<file path="config.mk">
export PLATFORM = sky130hd
export DESIGN_NAME = video_tpg
export DESIGN_NICKNAME = d
export VERILOG_FILES = /design/src/rtl/tpg_pkg.sv /design/src/rtl/tpg_sel_ctrl.sv /design/src/rtl/tpg_coord.sv /design/src/rtl/tpg_pattern.sv /design/src/rtl/video_tpg.sv
export SDC_FILE = /design/constraint.sdc
export NUM_CORES = 1
export LEC_CHECK = 0
export CORE_MARGIN = 2
export CORE_UTILIZATION = 45
export CTS_CLUSTER_DIAMETER = 60
export DETAILED_ROUTE_END_ITERATION = 10
export PLACE_DENSITY = 0.69
export SETUP_SLACK_MARGIN = 0.2
export SKIP_CTS_REPAIR_TIMING = 1
export SLEW_MARGIN = 20
export SYNTH_ARGS = -nofsm -noshare
export SYNTH_HDL_FRONTEND = slang
export SYNTH_SLANG_ARGS = --single-unit
</file>
<file path="constraint.sdc">
create_clock -name clk -period 4 [get_ports clk]
set_input_delay 0.6 -clock clk [delete_from_list [all_inputs] [get_ports clk]]
set_output_delay 0.6 -clock clk [all_outputs]
set_load 0.05 [all_outputs]
</file>
<file path="src/rtl/tpg_pkg.sv">
package tpg_pkg;

  typedef enum logic [2:0] {
    SRC_SENSOR = 3'd0,
    PAT_HRAMP  = 3'd1,
    PAT_WHITE  = 3'd2,
    PAT_GREY   = 3'd3,
    PAT_BLACK  = 3'd4,
    PAT_VRAMP  = 3'd5
  } tpg_code_e;

  // Codes above the table fall back to the sensor path.
  function automatic tpg_code_e tpg_norm(input logic [2:0] raw);
    if (raw > 3'd5) return SRC_SENSOR;
    return tpg_code_e'(raw);
  endfunction

endpackage

</file>
<file path="src/rtl/tpg_sel_ctrl.sv">
module tpg_sel_ctrl
  import tpg_pkg::*;
(
  input  logic      clk,
  input  logic      rst,
  input  logic      wr_en,
  input  logic [2:0] wr_code,
  input  logic      frame_beat,
  output logic [2:0] rd_code,
  output tpg_code_e eff_code
);

  logic [2:0] pend_q;
  tpg_code_e  act_q;

  always_ff @(posedge clk) begin
    if (rst) begin
      pend_q <= 3'd0;
      act_q  <= SRC_SENSOR;
    end else begin
      if (wr_en)      pend_q <= wr_code;
      if (frame_beat) act_q  <= tpg_norm(pend_q);
    end
  end

  // On the frame-start beat the pending code already governs that beat.
  always_comb eff_code = frame_beat ? tpg_norm(pend_q) : act_q;
  assign rd_code = pend_q;

  // readback reflects the last write one cycle later
  a_r2_readback: assert property (@(posedge clk) disable iff (rst)
    wr_en |=> rd_code == $past(wr_code));

  // the active code never moves outside a frame-start beat
  a_r4_hold_midframe: assert property (@(posedge clk) disable iff (rst)
    !frame_beat |=> $stable(act_q));

  // codes 6 and 7 never become active
  a_r11_legal_active: assert property (@(posedge clk) disable iff (rst)
    act_q <= PAT_VRAMP);

endmodule

</file>
<file path="src/rtl/tpg_coord.sv">
module tpg_coord #(
  parameter int X_W = 12,
  parameter int Y_W = 12,
  parameter int F_W = 12
) (
  input  logic           clk,
  input  logic           rst,
  input  logic           beat,
  input  logic           line_mark,
  input  logic           frame_mark,
  output logic [X_W-1:0] cur_x,
  output logic [Y_W-1:0] cur_y,
  output logic [F_W-1:0] cur_off
);

  logic [X_W-1:0] x_q;
  logic [Y_W-1:0] y_q;
  logic [F_W-1:0] next_off_q;
  logic [F_W-1:0] frame_off_q;

  always_comb begin
    cur_x   = (line_mark || frame_mark) ? '0 : x_q;
    if (frame_mark)     cur_y = '0;
    else if (line_mark) cur_y = y_q + 1'b1;
    else                cur_y = y_q;
    cur_off = frame_mark ? next_off_q : frame_off_q;
  end

  always_ff @(posedge clk) begin
    if (rst) begin
      x_q         <= '0;
      y_q         <= '0;
      next_off_q  <= '0;
      frame_off_q <= '0;
    end else if (beat) begin
      x_q <= cur_x + 1'b1;
      y_q <= cur_y;
      if (frame_mark) begin
        frame_off_q <= next_off_q;
        next_off_q  <= next_off_q + 1'b1;
      end
    end
  end

  // a line-start beat restarts the pixel count at one for the next beat
  a_r5_x_restart: assert property (@(posedge clk) disable iff (rst)
    (beat && line_mark) |=> x_q == X_W'(1));

  // the frame offset is constant within a frame
  a_r9_offset_hold: assert property (@(posedge clk) disable iff (rst)
    !(beat && frame_mark) |=> $stable(frame_off_q));

endmodule

</file>
<file path="src/rtl/tpg_pattern.sv">
module tpg_pattern
  import tpg_pkg::*;
#(
  parameter int PIX_W    = 12,
  parameter int NARROW_W = 8,
  parameter int X_W      = 12,
  parameter int Y_W      = 12,
  parameter int F_W      = 12
) (
  input  tpg_code_e        code,
  input  logic             wide,
  input  logic [X_W-1:0]   cur_x,
  input  logic [Y_W-1:0]   cur_y,
  input  logic [F_W-1:0]   cur_off,
  input  logic [PIX_W-1:0] sensor,
  output logic [PIX_W-1:0] value
);

  logic [PIX_W-1:0] depth_mask;
  logic [PIX_W-1:0] mid_level;
  logic [PIX_W-1:0] h_ramp;
  logic [PIX_W-1:0] v_ramp;

  for (genvar g = 0; g < PIX_W; g++) begin : g_mask
    if (g < NARROW_W) begin : g_low
      assign depth_mask[g] = 1'b1;
    end else begin : g_high
      assign depth_mask[g] = wide;
    end
  end

  always_comb begin
    mid_level = wide ? (PIX_W'(1) << (PIX_W - 1)) : (PIX_W'(1) << (NARROW_W - 1));
    h_ramp    = PIX_W'(cur_x) & depth_mask;
    v_ramp    = (PIX_W'(cur_y) + PIX_W'(cur_off)) & depth_mask;
    case (code)
      PAT_HRAMP: value = h_ramp;
      PAT_WHITE: value = depth_mask;
      PAT_GREY:  value = mid_level;
      PAT_BLACK: value = '0;
      PAT_VRAMP: value = v_ramp;
      default:   value = sensor;
    endcase
  end

endmodule

</file>
<file path="src/rtl/video_tpg.sv">
module video_tpg
  import tpg_pkg::*;
#(
  parameter int PIX_W    = 12,
  parameter int NARROW_W = 8,
  parameter int X_W      = 12,
  parameter int Y_W      = 12,
  parameter int F_W      = 12
) (
  input  logic             clk,
  input  logic             rst,
  input  logic             sel_wr,
  input  logic [2:0]       sel_wdata,
  output logic [2:0]       sel_rd,
  input  logic             depth_12,
  input  logic             in_valid,
  input  logic             in_line_start,
  input  logic             in_frame_start,
  input  logic [PIX_W-1:0] in_pixel,
  output logic             out_valid,
  output logic             out_line_start,
  output logic             out_frame_start,
  output logic [PIX_W-1:0] out_pixel,
  output logic             out_bypass
);

  localparam int HIGH_W = PIX_W - NARROW_W;

  logic             frame_beat;
  logic             line_beat;
  tpg_code_e        eff_code;
  logic [X_W-1:0]   cur_x;
  logic [Y_W-1:0]   cur_y;
  logic [F_W-1:0]   cur_off;
  logic [PIX_W-1:0] gen_value;

  assign frame_beat = in_valid && in_frame_start;
  assign line_beat  = in_valid && in_line_start;

  tpg_sel_ctrl u_sel (
    .clk        (clk),
    .rst        (rst),
    .wr_en      (sel_wr),
    .wr_code    (sel_wdata),
    .frame_beat (frame_beat),
    .rd_code    (sel_rd),
    .eff_code   (eff_code)
  );

  tpg_coord #(.X_W(X_W), .Y_W(Y_W), .F_W(F_W)) u_coord (
    .clk        (clk),
    .rst        (rst),
    .beat       (in_valid),
    .line_mark  (line_beat),
    .frame_mark (frame_beat),
    .cur_x      (cur_x),
    .cur_y      (cur_y),
    .cur_off    (cur_off)
  );

  tpg_pattern #(
    .PIX_W(PIX_W), .NARROW_W(NARROW_W), .X_W(X_W), .Y_W(Y_W), .F_W(F_W)
  ) u_pat (
    .code    (eff_code),
    .wide    (depth_12),
    .cur_x   (cur_x),
    .cur_y   (cur_y),
    .cur_off (cur_off),
    .sensor  (in_pixel),
    .value   (gen_value)
  );

  always_ff @(posedge clk) begin
    if (rst) begin
      out_valid       <= 1'b0;
      out_line_start  <= 1'b0;
      out_frame_start <= 1'b0;
      out_pixel       <= '0;
      out_bypass      <= 1'b0;
    end else begin
      out_valid       <= in_valid;
      out_line_start  <= line_beat;
      out_frame_start <= frame_beat;
      out_pixel       <= gen_value;
      out_bypass      <= (eff_code != SRC_SENSOR);
    end
  end

  // output timing follows the input by one stage
  a_r12_valid_follows: assert property (@(posedge clk) disable iff (rst)
    in_valid |=> out_valid);
  a_r12_no_spurious: assert property (@(posedge clk) disable iff (rst)
    !in_valid |=> !out_valid);

  // without bypass the pixel is the sensor pixel of the previous cycle
  a_r3_passthrough: assert property (@(posedge clk) disable iff (rst)
    (out_valid && !out_bypass) |-> out_pixel == $past(in_pixel));

  // narrow depth leaves the upper bits of generated pixels clear
  a_r13_narrow_depth: assert property (@(posedge clk) disable iff (rst)
    (out_valid && out_bypass && !$past(depth_12)) |-> out_pixel[PIX_W-1 -: HIGH_W] == '0);

endmodule

</file>
After elaboration in Yosys (flattened, before gate mapping)
Cells that the tools add are included.
Widths: inputs -> output; s select.
{"block": "word_totals", "reg_bits": 70, "inputBits": 22, "out_inout_bits": 19, "word_cells": 41}
{"block": "op_classes", "add_sub_neg": 4, "order_cmp": 1, "n_eq_ne": 5, "mux": 13, "bitwise": 2, "reduce_logical": 5}
{"op": "$mux 12", "n": 5}
{"op": "$pmux 12 s5", "n": 1}
{"op": "$add 12x1->12 const B", "n": 3}
{"op": "$and 12x12->12", "n": 2}
{"op": "$add 12x12->12", "n": 1}
{"op": "$mux 3", "n": 4}
{"op": "$eq 3x2->1 const B", "n": 2}
{"op": "$eq 3x3->1 const B", "n": 2}
{"op": "$eq 3x1->1 const B", "n": 1}
{"op": "$gt 3x3->1 const B", "n": 1}
{"op": "$mux 1", "n": 3}
{"op": "$reduce_bool 3->1", "n": 1}
{"op": "$logic_and 1x1->1", "n": 2}
{"op": "$reduce_and 2->1", "n": 1}
{"op": "$logic_or 1x1->1", "n": 1}

Depth between registers and ports, before layout
{"block": "depth", "ltp_word": 6, "mapped_depth": 15, "ltp_nobuf": 14}

By module
Synthesis repeated with hierarchy kept, for this count alone.
{"block": "unflattened", "cells_unflattened": 521, "hier_area_um2": 4251.6}
{"mod": "tpg_coord", "n_inst": 1, "cells_each": 320, "area_per_inst_um2": 2613.8, "seq_area_each_um2": 960.9}
{"mod": "tpg_pattern", "n_inst": 1, "cells_each": 140, "area_per_inst_um2": 960.9, "seq_area_each_um2": 0.0}
{"mod": "video_tpg", "n_inst": 1, "cells_each": 36, "area_per_inst_um2": 442.9, "seq_area_each_um2": 320.3}
{"mod": "tpg_sel_ctrl", "n_inst": 1, "cells_each": 25, "area_per_inst_um2": 234.0, "seq_area_each_um2": 120.1}

Least setup slack after synthesis
No wires, ideal clock.
{"block": "synth_timing", "path_kind": "input to register", "from": "input port in_frame_start", "to": "register out_pixel[8]", "setup_ns": 0.115, "t_arrival_ns": 3.076, "required_time_ns": 3.885, "setup_slack_ns": 0.810, "path_stages": 15, "path_buffers": 3, "cell_sequence": "and2_4 -> buf_12 -> buf_2 -> buf_1 -> nand2_1 -> nand2_1 -> ha_1 -> inv_1 -> fa_1 -> nor2b_1 -> o31ai_1 -> a211oi_1 -> or3_1 -> a41oi_1 -> a2111oi_0"}
{"block": "synth_between", "elab_chain_len": 5, "elab_cells_between_ends": 15, "cone_classes": "add/sub: 1; eq/ne: 5; mux: 5; bitwise: 2; reduce/logical: 2"}
{"element": "from (decl)", "line_no": "video_tpg.sv:18", "text": "input logic in_frame_start,"}
{"element": "$logic_and 1x1->1", "line_no": "video_tpg.sv:37", "text": "assign frame_beat = in_valid && in_frame_start;"}
{"element": "$mux 12", "line_no": "tpg_coord.sv:26", "text": "cur_off = frame_mark ? next_off_q : frame_off_q;"}
{"element": "via cur_off[0]", "line_no": "video_tpg.sv:34", "text": "logic [F_W-1:0] cur_off;"}
{"element": "$add 12x12->12", "line_no": "tpg_pattern.sv:35", "text": "v_ramp = (PIX_W'(cur_y) + PIX_W'(cur_off)) & depth_mask;"}
{"element": "$and 12x12->12", "line_no": "tpg_pattern.sv:35"}
{"element": "$pmux 12 s5", "line_no": "tpg_pattern.sv:36", "text": "case (code)"}
{"element": "to (signal assigned)", "line_no": "video_tpg.sv:84", "text": "out_pixel <= gen_value;"}
{"element": "to (decl)", "line_no": "video_tpg.sv:23", "text": "output logic [PIX_W-1:0] out_pixel,"}
The timed path passes the listed nets, and every way through them passes these cells.
A chain may end at the register's enable or synchronous reset.

Worst setup path in the final report
{"block": "layout_timing", "from": "input port in_line_start", "to": "register out_pixel[8]"}
{"block": "layout_between", "elab_chain_len": 6, "elab_cells_between_ends": 9, "cone_classes": "add/sub: 1; mux: 4; bitwise: 2; reduce/logical: 2"}
{"element": "from (decl)", "line_no": "video_tpg.sv:17", "text": "input logic in_line_start,"}
{"element": "$logic_and 1x1->1", "line_no": "video_tpg.sv:38", "text": "assign line_beat = in_valid && in_line_start;"}
{"element": "$mux 12", "line_no": "tpg_coord.sv:24", "text": "else if (line_mark) cur_y = y_q + 1'b1;"}
{"element": "$mux 12", "line_no": "tpg_coord.sv:23", "text": "if (frame_mark) cur_y = '0;"}
{"element": "via cur_y[6]", "line_no": "video_tpg.sv:33", "text": "logic [Y_W-1:0] cur_y;"}
{"element": "$add 12x12->12", "line_no": "tpg_pattern.sv:35"}
{"element": "$and 12x12->12", "line_no": "tpg_pattern.sv:35"}
{"element": "$pmux 12 s5", "line_no": "tpg_pattern.sv:36"}
The timed path passes the listed nets, and every way through them passes these cells.

==> impl_metrics.toml <==
[run_status]
status = "complete, no violations"

[logic_synthesis]
synth_top_family_by_area = "simple AND/OR/NAND/NOR gates"
synth_compound_area_frac = 0.191
yosysSeqAreaShare = 0.372
synth_top_area_frac = 0.372
synth_area_leaders = "dfxtp_1 37%, nand2_1 6.9%, nor2_1 6.4%"
synthSimpleGateAreaFrac = 0.262
synth_area_per_cell_sq_um = 8.12
syn_inst = 464
synthAdderAreaFrac = 0.0518
synth_nets = 501
yosys.area.top_type = "dfxtp_1"
synthMuxAreaShare = 0.0159
ys_dominant_reg_cell = "dfxtp_1"
synthXorXnorAreaFrac = 0.0651
synthDistinctLibCells = 62
synthesis.area_sq_um = 3770
async_reset_ff_frac = 0
synth_edf_count = 0
synth_warnings = 0
synth.ff_latch_count = 70

[power_and_ir_drop]
clockPowerShare = 0.412
p_leak_nw = 1.78
combPwrFrac = 0.130
pwr-share-seq = 0.457
switching_share = 0.260
p_sw_mw = 0.413
power.density_nw_per_um2 = 355
internal_power_mw = 1.18
peakVddDrop_v = 0.000200

[global_route]
grt_max_degree = 36
gr-total-overflow = 0
grt_pass1_vias = 3221
antenna_found_initial = 0
grt_pass1_wl_um = 14900
gr-usage-all-layers = 0.210

[placed_design]
place.gp.congestion = 0.860
portBuffers = 40
hpwl_um = 6640
place_ws_ps = 97.0

[worst_setup_path]
worstPathRequired_ps = 4210
r2r_slack_ps = 870
worst-r2r-cell-count = 14
endpoint = "out_pixel[8]"
cp_slowest_cell = "clkdlybuf4s50_1"
worstSetupPathType = "in2reg"
startpoint_type = "primary input"
crit_cells = 14
rr_endpoint = "out_pixel[8]"
cp_cell_sequence = "clkdlybuf4s50_1, and2_1, nand4_1, nor2_1, nand2_1, xor2_1, nor2_1, ha_1, o21a_1, nor2_1, a211oi_1, or3_1, a41oi_1, a2111oi_0"
cp.arrival_ps = 3680
cp.buffers_inverters = 1
crit_top_cell = "nor2_1"
startpoint = "in_line_start"
critical_path.top_delay_family = "simple AND/OR/NAND/NOR gates"
cpPeakStageDelay_ps = 620
crit_fanout = 7
regToRegStartpoint = "u_coord.y_q[0]"
timing.critical_path.to_type = "register"

[sta]
period_share = 0.869
finalHoldViolations = 0
rsz0062_at_grt = "false"
hold_slack_ps = 467
setup_viol = 0
tns_ps = 0
tightest_slew_ps = 649
maxSlewHeadroom = 0.567
clock-skew-final_ps = 8.87
period_needed_ps = 3480
fmax_ghz = 0.288
worst_slack_ps = 525
final_max_slew_viol_count = 0

[floorplan]
die_w_um = 95.5
die_area_sq_um = 9120
rows = 33
io_pins = 41
core-area_sq_um = 8180
fp.dieH_um = 95.5
initial_core_util = 0.461

[clocking]
cts_buffer_depth = 2
clk_latency_ps = 350
root_buffer = "clkbuf_8"
clock-sinks = 70
cts_buffers = 9
cts_tree = "yes"
cts.htree.levels = 3
path_clk_slew_ps = 70

[finish]
final_util = 0.547
fin_nets = 540
drive_above_1_share = 0.0846
syn_to_final_growth_pct = 18.7
diodes = 0

[routing]
wl_per_cell_um = 14.6
drc = 0
postRouteAntennaNets = 0
drt_iter0_markers = 142
avgViaCountPerCell = 5.55
dr.pass1.iters = 5
vias = 3400
routed_wl_um = 8950

[flow_run]
cap_violations = 0

[worst_hold_path]
hold_path.class = "reg2reg"
hp-start = "u_coord.frame_off_q[4]"
==> flip-flops by register name, summed over array words and instances (netlist names) <==
signal	flops
u_coord.frame_off_q	12
u_coord.x_q	12
u_sel.rd_code	3
out_line_start	1
out_frame_start	1
out_bypass	1
u_sel.act_q	3
u_coord.y_q	12
out_pixel	12
out_valid	1
u_coord.next_off_q	12
==> synth_stat cells (2+ instances only) <==
| cell type | number |
|---|---|
| and2_4 | 2 |
| nor2_1 | 64 |
| buf_1 | 3 |
| nor2b_1 | 6 |
| a221oi_2 | 2 |
| xor2_1 | 18 |
| a2111oi_0 | 3 |
| o21ai_0 | 18 |
| a31oi_1 | 6 |
| or3_1 | 6 |
| nor4_1 | 3 |
| ha_1 | 14 |
| dfxtp_1 | 70 |
| or2_2 | 2 |
| mux2i_1 | 6 |
| xnor2_1 | 10 |
| o21bai_1 | 2 |
| a311oi_1 | 2 |
| a21oi_1 | 29 |
| nand4_1 | 8 |
| buf_6 | 2 |
| o211ai_1 | 2 |
| nand3_1 | 13 |
| nand2b_1 | 2 |
| a31o_2 | 2 |
| o21ai_2 | 2 |
| clkbuf_1 | 8 |
| o21a_1 | 6 |
| buf_4 | 2 |
| a21boi_0 | 3 |
| nand2_1 | 69 |
| a211oi_1 | 9 |
| and3_1 | 3 |
| nand4_2 | 2 |
| buf_2 | 4 |
| inv_1 | 11 |
| o31ai_1 | 2 |
| a21o_1 | 3 |
| and2_1 | 7 |
| nor3_1 | 16 |
==> tightest hold or removal path, cell delays in order, from the launching register on <==
cell,delay (ps)
dfxtp_1,300
nand2_1,60
a21oi_1,60
==> final cells by class <==
| class | count | area [sq um] |
|---|---|---|
| sequential | 70 | 1400 |
| clock inverter | 5 | 81.3 |
| fill | 776 | 3700 |
| timing repair buffer | 48 | 458 |
| tap | 105 | 131 |
| clock buffer | 11 | 151 |
| multi-input combinational | 363 | 2210 |
| inverter | 11 | 41.3 |
==> worst min-delay path by stage <==
stage	end	slack [ps]	cells past startpoint
after floorplan	u_coord.frame_off_q[0]	440	2
final	u_coord.frame_off_q[4]	470	2
after global placement	u_coord.frame_off_q[3]	450	2
after detailed placement	u_coord.frame_off_q[4]	460	2
after CTS	u_coord.frame_off_q[0]	470	2
after global routing	u_coord.frame_off_q[0]	480	2
==> cell families after synthesis <==
kind of cell    Yosys count
flops                    70
mux                       6
simple gates            210
buf+inv                  31
compound gates          104
fa+ha+maj                15
xor+xnor                 28
==> power by group through the flow <==
stage          sequential (mW)  clock [mW]  combinational (mW)
6_report                 0.727       0.655               0.207
5_1_grt                  0.729       0.699               0.222
4_1_cts                  0.727       0.669               0.207
3_5_place_dp             0.743           0               0.205
3_3_place_gp             0.743           0               0.205
2_1_floorplan            0.793           0              0.0836
==> per-layer routing <==
metal | vias to the layer above | GRT usage | wire length [um]
li1 | 1710 | - | -
met1 | 1591 | 0.256 | 3990
met5 | - | 0 | 0
met2 | 81 | 0.364 | 4390
met3 | 18 | 0.0427 | 374
met4 | 0 | 0.0798 | 199
==> placed cells by master, fill, tap and decap left out, drive strengths merged, types with 11 or more instances in the layout <==
master	netlist	routed
dfxtp	70	70
o21ai	20	20
ha	14	14
xor2	18	18
nor3	17	17
nand2	70	70
clkdlybuf4s50	0	38
clkbuf	8	11
inv	11	11
a21oi	29	29
nor2	64	64
nand3	13	13
==> metrics by stage <==
stage / power [mW] / instance area (sq um) / std cells
3_5_place_dp: 0.949 / 4240 / 597
6_report: 1.59 / 4470 / 613
3_3_place_gp: 0.948 / 4240 / 597
2_1_floorplan: 0.877 / 3770 / 464
4_1_cts: 1.60 / 4470 / 613
5_1_grt: 1.65 / 4470 / 613
Power figures use the tool's default switching activity.
